### src/rtl/wdt_pkg.sv
package wdt_pkg;
    typedef enum logic {
        SEQ_IDLE  = 1'b0,
        SEQ_ARMED = 1'b1
    } seq_e;
endpackage

### src/rtl/wdt_key_seq.sv
module wdt_key_seq
    import wdt_pkg::*;
#(
    parameter int ADDR_W     = 2,
    parameter int DATA_W     = 8,
    parameter int SEL_W      = 3,
    parameter int KEY_ADDR   = 0,
    parameter int SEL_ADDR   = 1,
    parameter int KEY_FIRST  = 'h1E,
    parameter int KEY_SECOND = 'hE1
) (
    input  logic              clk,
    input  logic              rst_n,
    input  logic              hold,
    input  logic              wr_en,
    input  logic [ADDR_W-1:0] wr_addr,
    input  logic [DATA_W-1:0] wr_data,
    output logic              service,
    output logic [SEL_W-1:0]  sel_pend
);
    typedef struct packed {
        seq_e             seq;
        logic [SEL_W-1:0] sel;
    } key_state_t;

    key_state_t st_d, st_q;
    logic       key_hit, sel_hit;

    always_comb begin
        st_d    = st_q;
        service = 1'b0;
        key_hit = wr_en && (wr_addr == ADDR_W'(KEY_ADDR));
        sel_hit = wr_en && (wr_addr == ADDR_W'(SEL_ADDR));
        if (hold) begin
            // The pulse is a reset of the whole block: writes are dropped.
            st_d = '0;
        end else begin
            if (sel_hit) st_d.sel = wr_data[SEL_W-1:0];
            if (key_hit) begin
                if (wr_data == DATA_W'(KEY_FIRST)) begin
                    st_d.seq = SEQ_ARMED;
                end else begin
                    st_d.seq = SEQ_IDLE;
                    if (st_q.seq == SEQ_ARMED && wr_data == DATA_W'(KEY_SECOND))
                        service = 1'b1;
                end
            end
        end
    end

    always_ff @(posedge clk or negedge rst_n) begin
        if (!rst_n) st_q <= '0;
        else        st_q <= st_d;
    end

    assign sel_pend = st_q.sel;
endmodule

### src/rtl/wdt_count.sv
module wdt_count #(
    parameter int BASE_W = 14,
    parameter int SEL_W  = 3
) (
    input  logic              clk,
    input  logic              rst_n,
    input  logic              hold,
    input  logic              service,
    input  logic [SEL_W-1:0]  sel_in,
    input  logic              step,
    output logic              expire,
    output logic              en_q,
    output logic [BASE_W-1:0] base_q
);
    localparam int PRE_W = (2 ** SEL_W) - 1;

    typedef struct packed {
        logic              en;
        logic [SEL_W-1:0]  sel;
        logic [PRE_W-1:0]  pre;
        logic [BASE_W-1:0] base;
    } cnt_state_t;

    cnt_state_t        st_d, st_q;
    logic [PRE_W-1:0]  pre_lim;
    logic              pre_wrap, base_last;

    always_comb begin
        st_d      = st_q;
        pre_lim   = ~({PRE_W{1'b1}} << st_q.sel);
        pre_wrap  = (st_q.pre == pre_lim);
        base_last = (st_q.base == {{(BASE_W-1){1'b1}}, 1'b0});
        expire    = st_q.en && step && pre_wrap && base_last && !hold;
        if (hold || expire) begin
            st_d = '0;
        end else if (service) begin
            st_d.en   = 1'b1;
            st_d.sel  = sel_in;
            st_d.pre  = '0;
            st_d.base = '0;
        end else if (st_q.en && step) begin
            if (pre_wrap) begin
                st_d.pre  = '0;
                st_d.base = st_q.base + BASE_W'(1);
            end else begin
                st_d.pre  = st_q.pre + PRE_W'(1);
            end
        end
    end

    always_ff @(posedge clk or negedge rst_n) begin
        if (!rst_n) st_q <= '0;
        else        st_q <= st_d;
    end

    assign en_q   = st_q.en;
    assign base_q = st_q.base;
endmodule

### src/rtl/wdt_stretch.sv
module wdt_stretch #(
    parameter int PULSE_LEN = 96
) (
    input  logic clk,
    input  logic rst_n,
    input  logic fire,
    output logic active
);
    localparam int CNT_W = $clog2(PULSE_LEN + 1);

    typedef struct packed {
        logic [CNT_W-1:0] cnt;
    } str_state_t;

    str_state_t st_d, st_q;

    always_comb begin
        st_d = st_q;
        if (fire)                st_d.cnt = CNT_W'(PULSE_LEN);
        else if (st_q.cnt != '0) st_d.cnt = st_q.cnt - CNT_W'(1);
    end

    always_ff @(posedge clk or negedge rst_n) begin
        if (!rst_n) st_q <= '0;
        else        st_q <= st_d;
    end

    assign active = (st_q.cnt != '0);
endmodule

### src/rtl/keyed_watchdog.sv
module keyed_watchdog #(
    parameter int ADDR_W     = 2,
    parameter int DATA_W     = 8,
    parameter int BASE_W     = 14,
    parameter int SEL_W      = 3,
    parameter int PULSE_LEN  = 96,
    parameter int KEY_ADDR   = 0,
    parameter int SEL_ADDR   = 1,
    parameter int KEY_FIRST  = 'h1E,
    parameter int KEY_SECOND = 'hE1
) (
    input  logic              clk,
    input  logic              rst_n,
    input  logic              wr_en,
    input  logic [ADDR_W-1:0] wr_addr,
    input  logic [DATA_W-1:0] wr_data,
    input  logic              cycle_tick,
    input  logic              idle,
    input  logic              idle_hold,
    output logic              wdt_reset
);
    logic              service, expire, pulse_on, step, en_q;
    logic [SEL_W-1:0]  sel_pend;
    logic [BASE_W-1:0] base_q;

    assign step = cycle_tick && !(idle && idle_hold);

    wdt_key_seq #(
        .ADDR_W(ADDR_W), .DATA_W(DATA_W), .SEL_W(SEL_W),
        .KEY_ADDR(KEY_ADDR), .SEL_ADDR(SEL_ADDR),
        .KEY_FIRST(KEY_FIRST), .KEY_SECOND(KEY_SECOND)
    ) u_key (
        .clk(clk), .rst_n(rst_n), .hold(pulse_on),
        .wr_en(wr_en), .wr_addr(wr_addr), .wr_data(wr_data),
        .service(service), .sel_pend(sel_pend)
    );

    wdt_count #(.BASE_W(BASE_W), .SEL_W(SEL_W)) u_cnt (
        .clk(clk), .rst_n(rst_n), .hold(pulse_on), .service(service),
        .sel_in(sel_pend), .step(step), .expire(expire),
        .en_q(en_q), .base_q(base_q)
    );

    wdt_stretch #(.PULSE_LEN(PULSE_LEN)) u_str (
        .clk(clk), .rst_n(rst_n), .fire(expire), .active(pulse_on)
    );

    assign wdt_reset = pulse_on;
endmodule

### config.mk
export PLATFORM = sky130hd
export DESIGN_NAME = keyed_watchdog
export DESIGN_NICKNAME = d
export VERILOG_FILES = /design/src/rtl/wdt_pkg.sv /design/src/rtl/wdt_key_seq.sv /design/src/rtl/wdt_count.sv /design/src/rtl/wdt_stretch.sv /design/src/rtl/keyed_watchdog.sv
export SDC_FILE = /design/constraint.sdc
export NUM_CORES = 1
export LEC_CHECK = 0
export BUFFER_PORTS_ARGS = -buffer_cell sky130_fd_sc_hd__buf_2
export CORE_MARGIN = 5
export CORE_UTILIZATION = 45
export DETAILED_ROUTE_END_ITERATION = 10
export PLACE_DENSITY_LB_ADDON = 0.05
export SYNTH_ARGS = -nofsm -noshare
export SYNTH_HDL_FRONTEND = slang
export SYNTH_SLANG_ARGS = --single-unit
### constraint.sdc
create_clock -name clk -period 2.68 [get_ports clk]
set_clock_uncertainty 0.05 [all_clocks]
set_input_delay 0.134 -clock clk [delete_from_list [all_inputs] [get_ports clk]]
set_output_delay 0.134 -clock clk [all_outputs]
set_load 0.02 [all_outputs]
# Word level (Yosys, flattened, before mapping)
# Cells that the tools add are included.
[totals]
wordCells = 54
reg_bits = 36
output_inout_bits = 1
in_bits = 16
[classes]
mux = 16
eq_ne = 5
n_bitwise = 1
reduce_logical = 21
shifts = 1
add_sub_neg = 3
[op_table]
columns = ["cell", "count"]
rows = [
  ["$mux W21", 2],
  ["$mux W25", 1],
  ["$mux W7", 3],
  ["$add A14 B1 Y14 const B", 1],
  ["$eq A14 B14 Y1 const B", 1],
  ["$mux W14", 1],
  ["$logic_and A1 B1 Y1", 9],
  ["$eq A8 B5 Y1 const B", 1],
  ["$eq A8 B8 Y1 const B", 1],
  ["$mux W4", 2],
  ["$reduce_bool A2 Y1", 4],
  ["$add A7 B1 Y7 const B", 1],
  ["$eq A7 B7 Y1", 1],
  ["$not A7 Y7", 1],
  ["$reduce_bool A7 Y1", 1],
  ["$shl A7 B3 Y7 const A", 1],
  ["$sub A7 B1 Y7 const B", 1],
  ["$mux W1", 6],
  ["$reduce_bool A3 Y1", 2],
  ["$mux W3", 1],
  ["$eq A2 B1 Y1 const B", 1],
  ["$logic_not A1 Y1", 2],
  ["$logic_not A2 Y1", 1],
  ["$reduce_and A2 Y1", 1],
  ["$logic_or A1 B1 Y1", 1],
]

# Longest topological paths before layout
[logic_depth]
word_depth = 10
mapped_depth = 9
mapped_depth_nobuf = 8

# By module
# Synthesis repeated with hierarchy kept, for this count alone.
[unflattened]
hier_cells = 252
area_unflattened_um2 = 2417.3
[modules_own_cells]
columns = ["mod", "n_inst", "area_per_inst_um2", "seq_area_each_um2", "cells_per_inst"]
rows = [
  ["wdt_count", 1, 1756.7, 625.6, 191],
  ["wdt_stretch", 1, 384.1, 175.2, 35],
  ["wdt_key_seq", 1, 265.3, 100.1, 25],
  ["keyed_watchdog", 1, 11.3, 0.0, 1],
]

# Worst setup path before layout
# OpenSTA, ideal clock, no wires.
[synth_timing]
path_kind = "register -> register"
start = "register u_str.st_q[0] (netlist name)"
end = "register u_cnt.st_q (netlist bit u_cnt.base_q[1])"
path_buffers = 1
path_slack_ns = 0.405
path_stages_with_launch = 10
setup_ns = 0.077
synth_period_minus_slack_ns = 2.275
t_arrival_ns = 2.147
t_required_ns = 2.553
path_cell_list = "dfrtp_1 inv_1 ha_1 or3b_1 or3_1 nor2_1 nand2b_1 a21o_1 buf_2 a21oi_1"
[synth_via]
elab_chain_cells = 6
elab_cells_between_ends = 10
cone_classes = "mux (3); reduce/logical (7)"
[synth_rtl]
columns = ["item", "line_no", "rtl"]
rows = [
  ["start, declared", "wdt_stretch.sv:15", "str_state_t st_d, st_q;"],
  ["start signal, assigned", "wdt_stretch.sv:25", "else st_q <= st_d;"],
  ["$reduce_bool A7 Y1 (*)", "wdt_stretch.sv:28", "assign active = (st_q.cnt != '0);"],
  ["$logic_not A1 Y1", "wdt_count.sv:33", "expire = st_q.en && step && pre_wrap && base_last && !hold;"],
  ["$logic_and A1 B1 Y1", "wdt_count.sv:33", ""],
  ["$logic_or A1 B1 Y1", "wdt_count.sv:34", "if (hold || expire) begin"],
  ["$reduce_bool A3 Y1 (no source line)", "-", ""],
  ["$reduce_and A2 Y1 (no source line)", "-", ""],
  ["end signal, assigned", "wdt_count.sv:53", "else st_q <= st_d;"],
  ["end, declared", "wdt_count.sv:24", "cnt_state_t st_d, st_q;"],
]
# Every way passes the cells marked *; elsewhere a longest branch is shown, timed or not.
# A chain may end at the register's enable or synchronous reset.

# Worst setup path in the final report
[layout_timing]
start = "register u_str.st_q[0] (netlist name)"
end = "output port wdt_reset"
[layout_via]
elab_chain_cells = 1
[layout_rtl]
columns = ["item", "line_no", "rtl"]
rows = [
  ["$reduce_bool A7 Y1", "wdt_stretch.sv:28", ""],
  ["end, declared", "keyed_watchdog.sv:20", "output logic wdt_reset"],
]
# Every way passes these cells.

==> metrics <==
status completed; final worst path period need 2370 ps; crit path from u_str.st_q[0]; hold_sp wr_data[0]; area of the die 6030 µm²; htree depth 2; vias in the first global route 1747; top cells by area, synth dfrtp_1 44%, nor2_1 6.0%, nand2_1 3.6%, nand3_1 3.6%, a21oi_1 3.4%; post-route antenna net violation count 0; pins over their slew limit 0; critical path launch point type flop; critical path class flop to output pin; largest net degree at the start of global routing 37; total global routing overflow 0; EDFF count, synth 0; detailed-route via count 1740; Worst-Skew Late Latency 290 ps; CTS tree yes; CTS clk-pin slew, worst paths 70 ps; average size of a mapped cell 9.15 µm²; Yosys cell types 44; nets 268; Yosys top cell area share 43.8%; critical path peak fanout 9; Slew HR 46.2%; Final Routed Wirelength 4.48 mm; MaxCap Viol Count 0; syn nets 245; DP HPWL 3.32 mm; Gate Count Post-Synth 225; Area Overhead vs Synth 11.9%; CP peak stage delay 400 ps; Initial DRT Pass Iterations 5; first-pass GRT wire length 8.03 mm; CP max stage cell dfrtp_1; crit path DAT 2190 ps; CP endpoint kind output pin; Initial Util 46.9%; setup TNS 0 ps; reg2reg start u_cnt.st_q[23]; Leakage 0.000918 µW; CTS Sinks 36; Hold Crit Class primary input to flop; synth warn 0; num ports 17; ys flop type dfrtp_1; IO buf count 16; critical path cell sequence inv_1 > ha_1 > or3b_1 > or3_1 > nor2_2 > inv_2 > buf_2; CTS root buffer clkbuf_8; share of the yosys chip area belonging to registers 43.8%; initial antenna violation count 0; asr flop ratio synth 100%; final hold slack 74.6 ps; share of cells above drive strength 1 15.3%; core region area 4380 µm²; Yosys top cell by area dfrtp_1; # DRC 0; routed vias/inst 5.78; CTS Buffer Depth 2; max frequency 422 MHz; Hold Violations, Final 0; Ant. Diodes 0; mapped cell area 2060 µm²; Die W 77.6 µm; RSZ-0062 raised after global routing false; overall routing resource usage 16.3%; 1st-iter DRT viols 72; Die Ht 77.6 µm; Worst Tran Pin Value 806 ps; final setup violating endpoints 0; P per Cell Area 423 nW/µm²; RePlAce Congestion 0.795; Worst Path Required 2500 ps; period utilisation layout 88.5%; maximum vdd ir drop 0.000308 V; CTS Buf Count 5; Yosys reg bits 36; wire per inst 14.9 µm; Placement Rows 24
==> synthesized netlist by cell type (2+ instances only) <==
cell       n
buf_2      2
ha_1       4
and3_1     2
nor2b_1    4
nor3_1     5
or2_1      2
dfrtp_1   36
inv_2      2
a21o_1     2
clkbuf_1   3
nand3b_1   3
nand3_1   15
buf_6      3
or4_1      2
o21ai_0    3
nand4_1    5
xor2_1     5
a21oi_1   14
mux2i_1    7
nor4_1     3
nand2_1   20
o31ai_1    6
nor2_1    33
or2_2      3
a31oi_1    2
inv_1      4
or3b_1     2
nand2b_1   5
xnor2_1    8
or3_1      6
==> power by group <==
part	total (µW)	internal (µW)	switching (µW)
registers	543	543	0
logic	31.2	12.3	18.9
clock network	400	210	190
==> cells by family after synthesis <==
family	Yosys count	synth area share, %
AO/OA/AOI/OAI	36	12.3
buffers and inverters	14	3.77
XOR/XNOR	13	5.53
multiplexers	7	3.40
adder cells (fa/ha/maj)	4	2.43
AND/OR/NAND/NOR	115	28.8
flip-flops	36	43.8
==> sequential cells by signal (all words and copies together) (netlist names) <==
name / cells
u_cnt.base_q: 14
u_cnt.en_q: 1
u_cnt.st_q: 10
u_key.sel_pend: 3
u_key.st_q: 1
u_str.st_q: 7
==> what timing repair did <==
item                                   in CTS  in global routing
hold buffers                                1                  0
setup buffers                               0                  0
setup endpoints to repair                   0                  1
gates resized for setup                     0                  1
endpoints found under the hold margin      36                  0
==> worst paths after layout <==
check,end,slack [ps],cells past startpoint
max in group asynchronous,u_cnt.base_q[11],1640,2
worst min register to register,u_str.st_q[0],440,1
min in group asynchronous,u_cnt.base_q[4],420,2
worst min-delay path,u_key.sel_pend[0],70,3
worst max register to register,u_cnt.base_q[13],330,7
worst max-delay path,wdt_reset,310,7
==> routing by layer <==
layer  track usage (%)  vias to the layer above  share of wire, %
met1              21.8                      841                47
met5                 0                        -                 0
li1                  -                      845                 -
met2              26.5                       48                47
met3              3.47                        6               5.2
met4              4.98                        0               1.2
==> metrics by stage <==
stage                     setup WS [ps]  power [µW]  instance area (µm²)  instances  utilization (%)
after floorplan                     405         559                 2060        225                -
after global placement              346         583                 2200        292             50.2
after detailed placement            273         585                 2200        292             50.2
after CTS                           177         984                 2300        301             52.5
after global routing                123        1010                 2300        301             52.5
final                               309         974                 2300        301             52.5
==> layout by cell type, fill, tap and decap left out, drive strengths merged, types with 2 or more instances in the layout <==
master	n
xnor2	8
nor2b	4
nand3	15
nand4	5
nor2	33
a21o	2
clkbuf	8
xor2	5
or4	2
nor3	6
a31oi	2
a21oi	14
nand2b	5
and3	2
mux2i	7
or3b	2
inv	6
dfrtp	36
or3	6
ha	4
o21ai	4
o31ai	6
buf	23
nand2	20
nor4	3
nand3b	3
or2	5
a2111oi	2
==> final cells by class <==
type | count | area (µm²)
repair buffers | 24 | 143
well taps | 52 | 65.1
flip-flops and latches | 36 | 901
clock buffers | 8 | 90.1
fillers | 389 | 2080
multi-input cells | 175 | 1080
inverters | 6 | 22.5
==> worst max-delay path: cells and delay by family, from the launching register on <==
family / cells / cell delay (ps)
and+or+nand+nor: 3 / 940
adders and majority gates: 1 / 170
DFF: 1 / 400
buffers and inverters: 3 / 390
(Power assumes the default switching activity.)
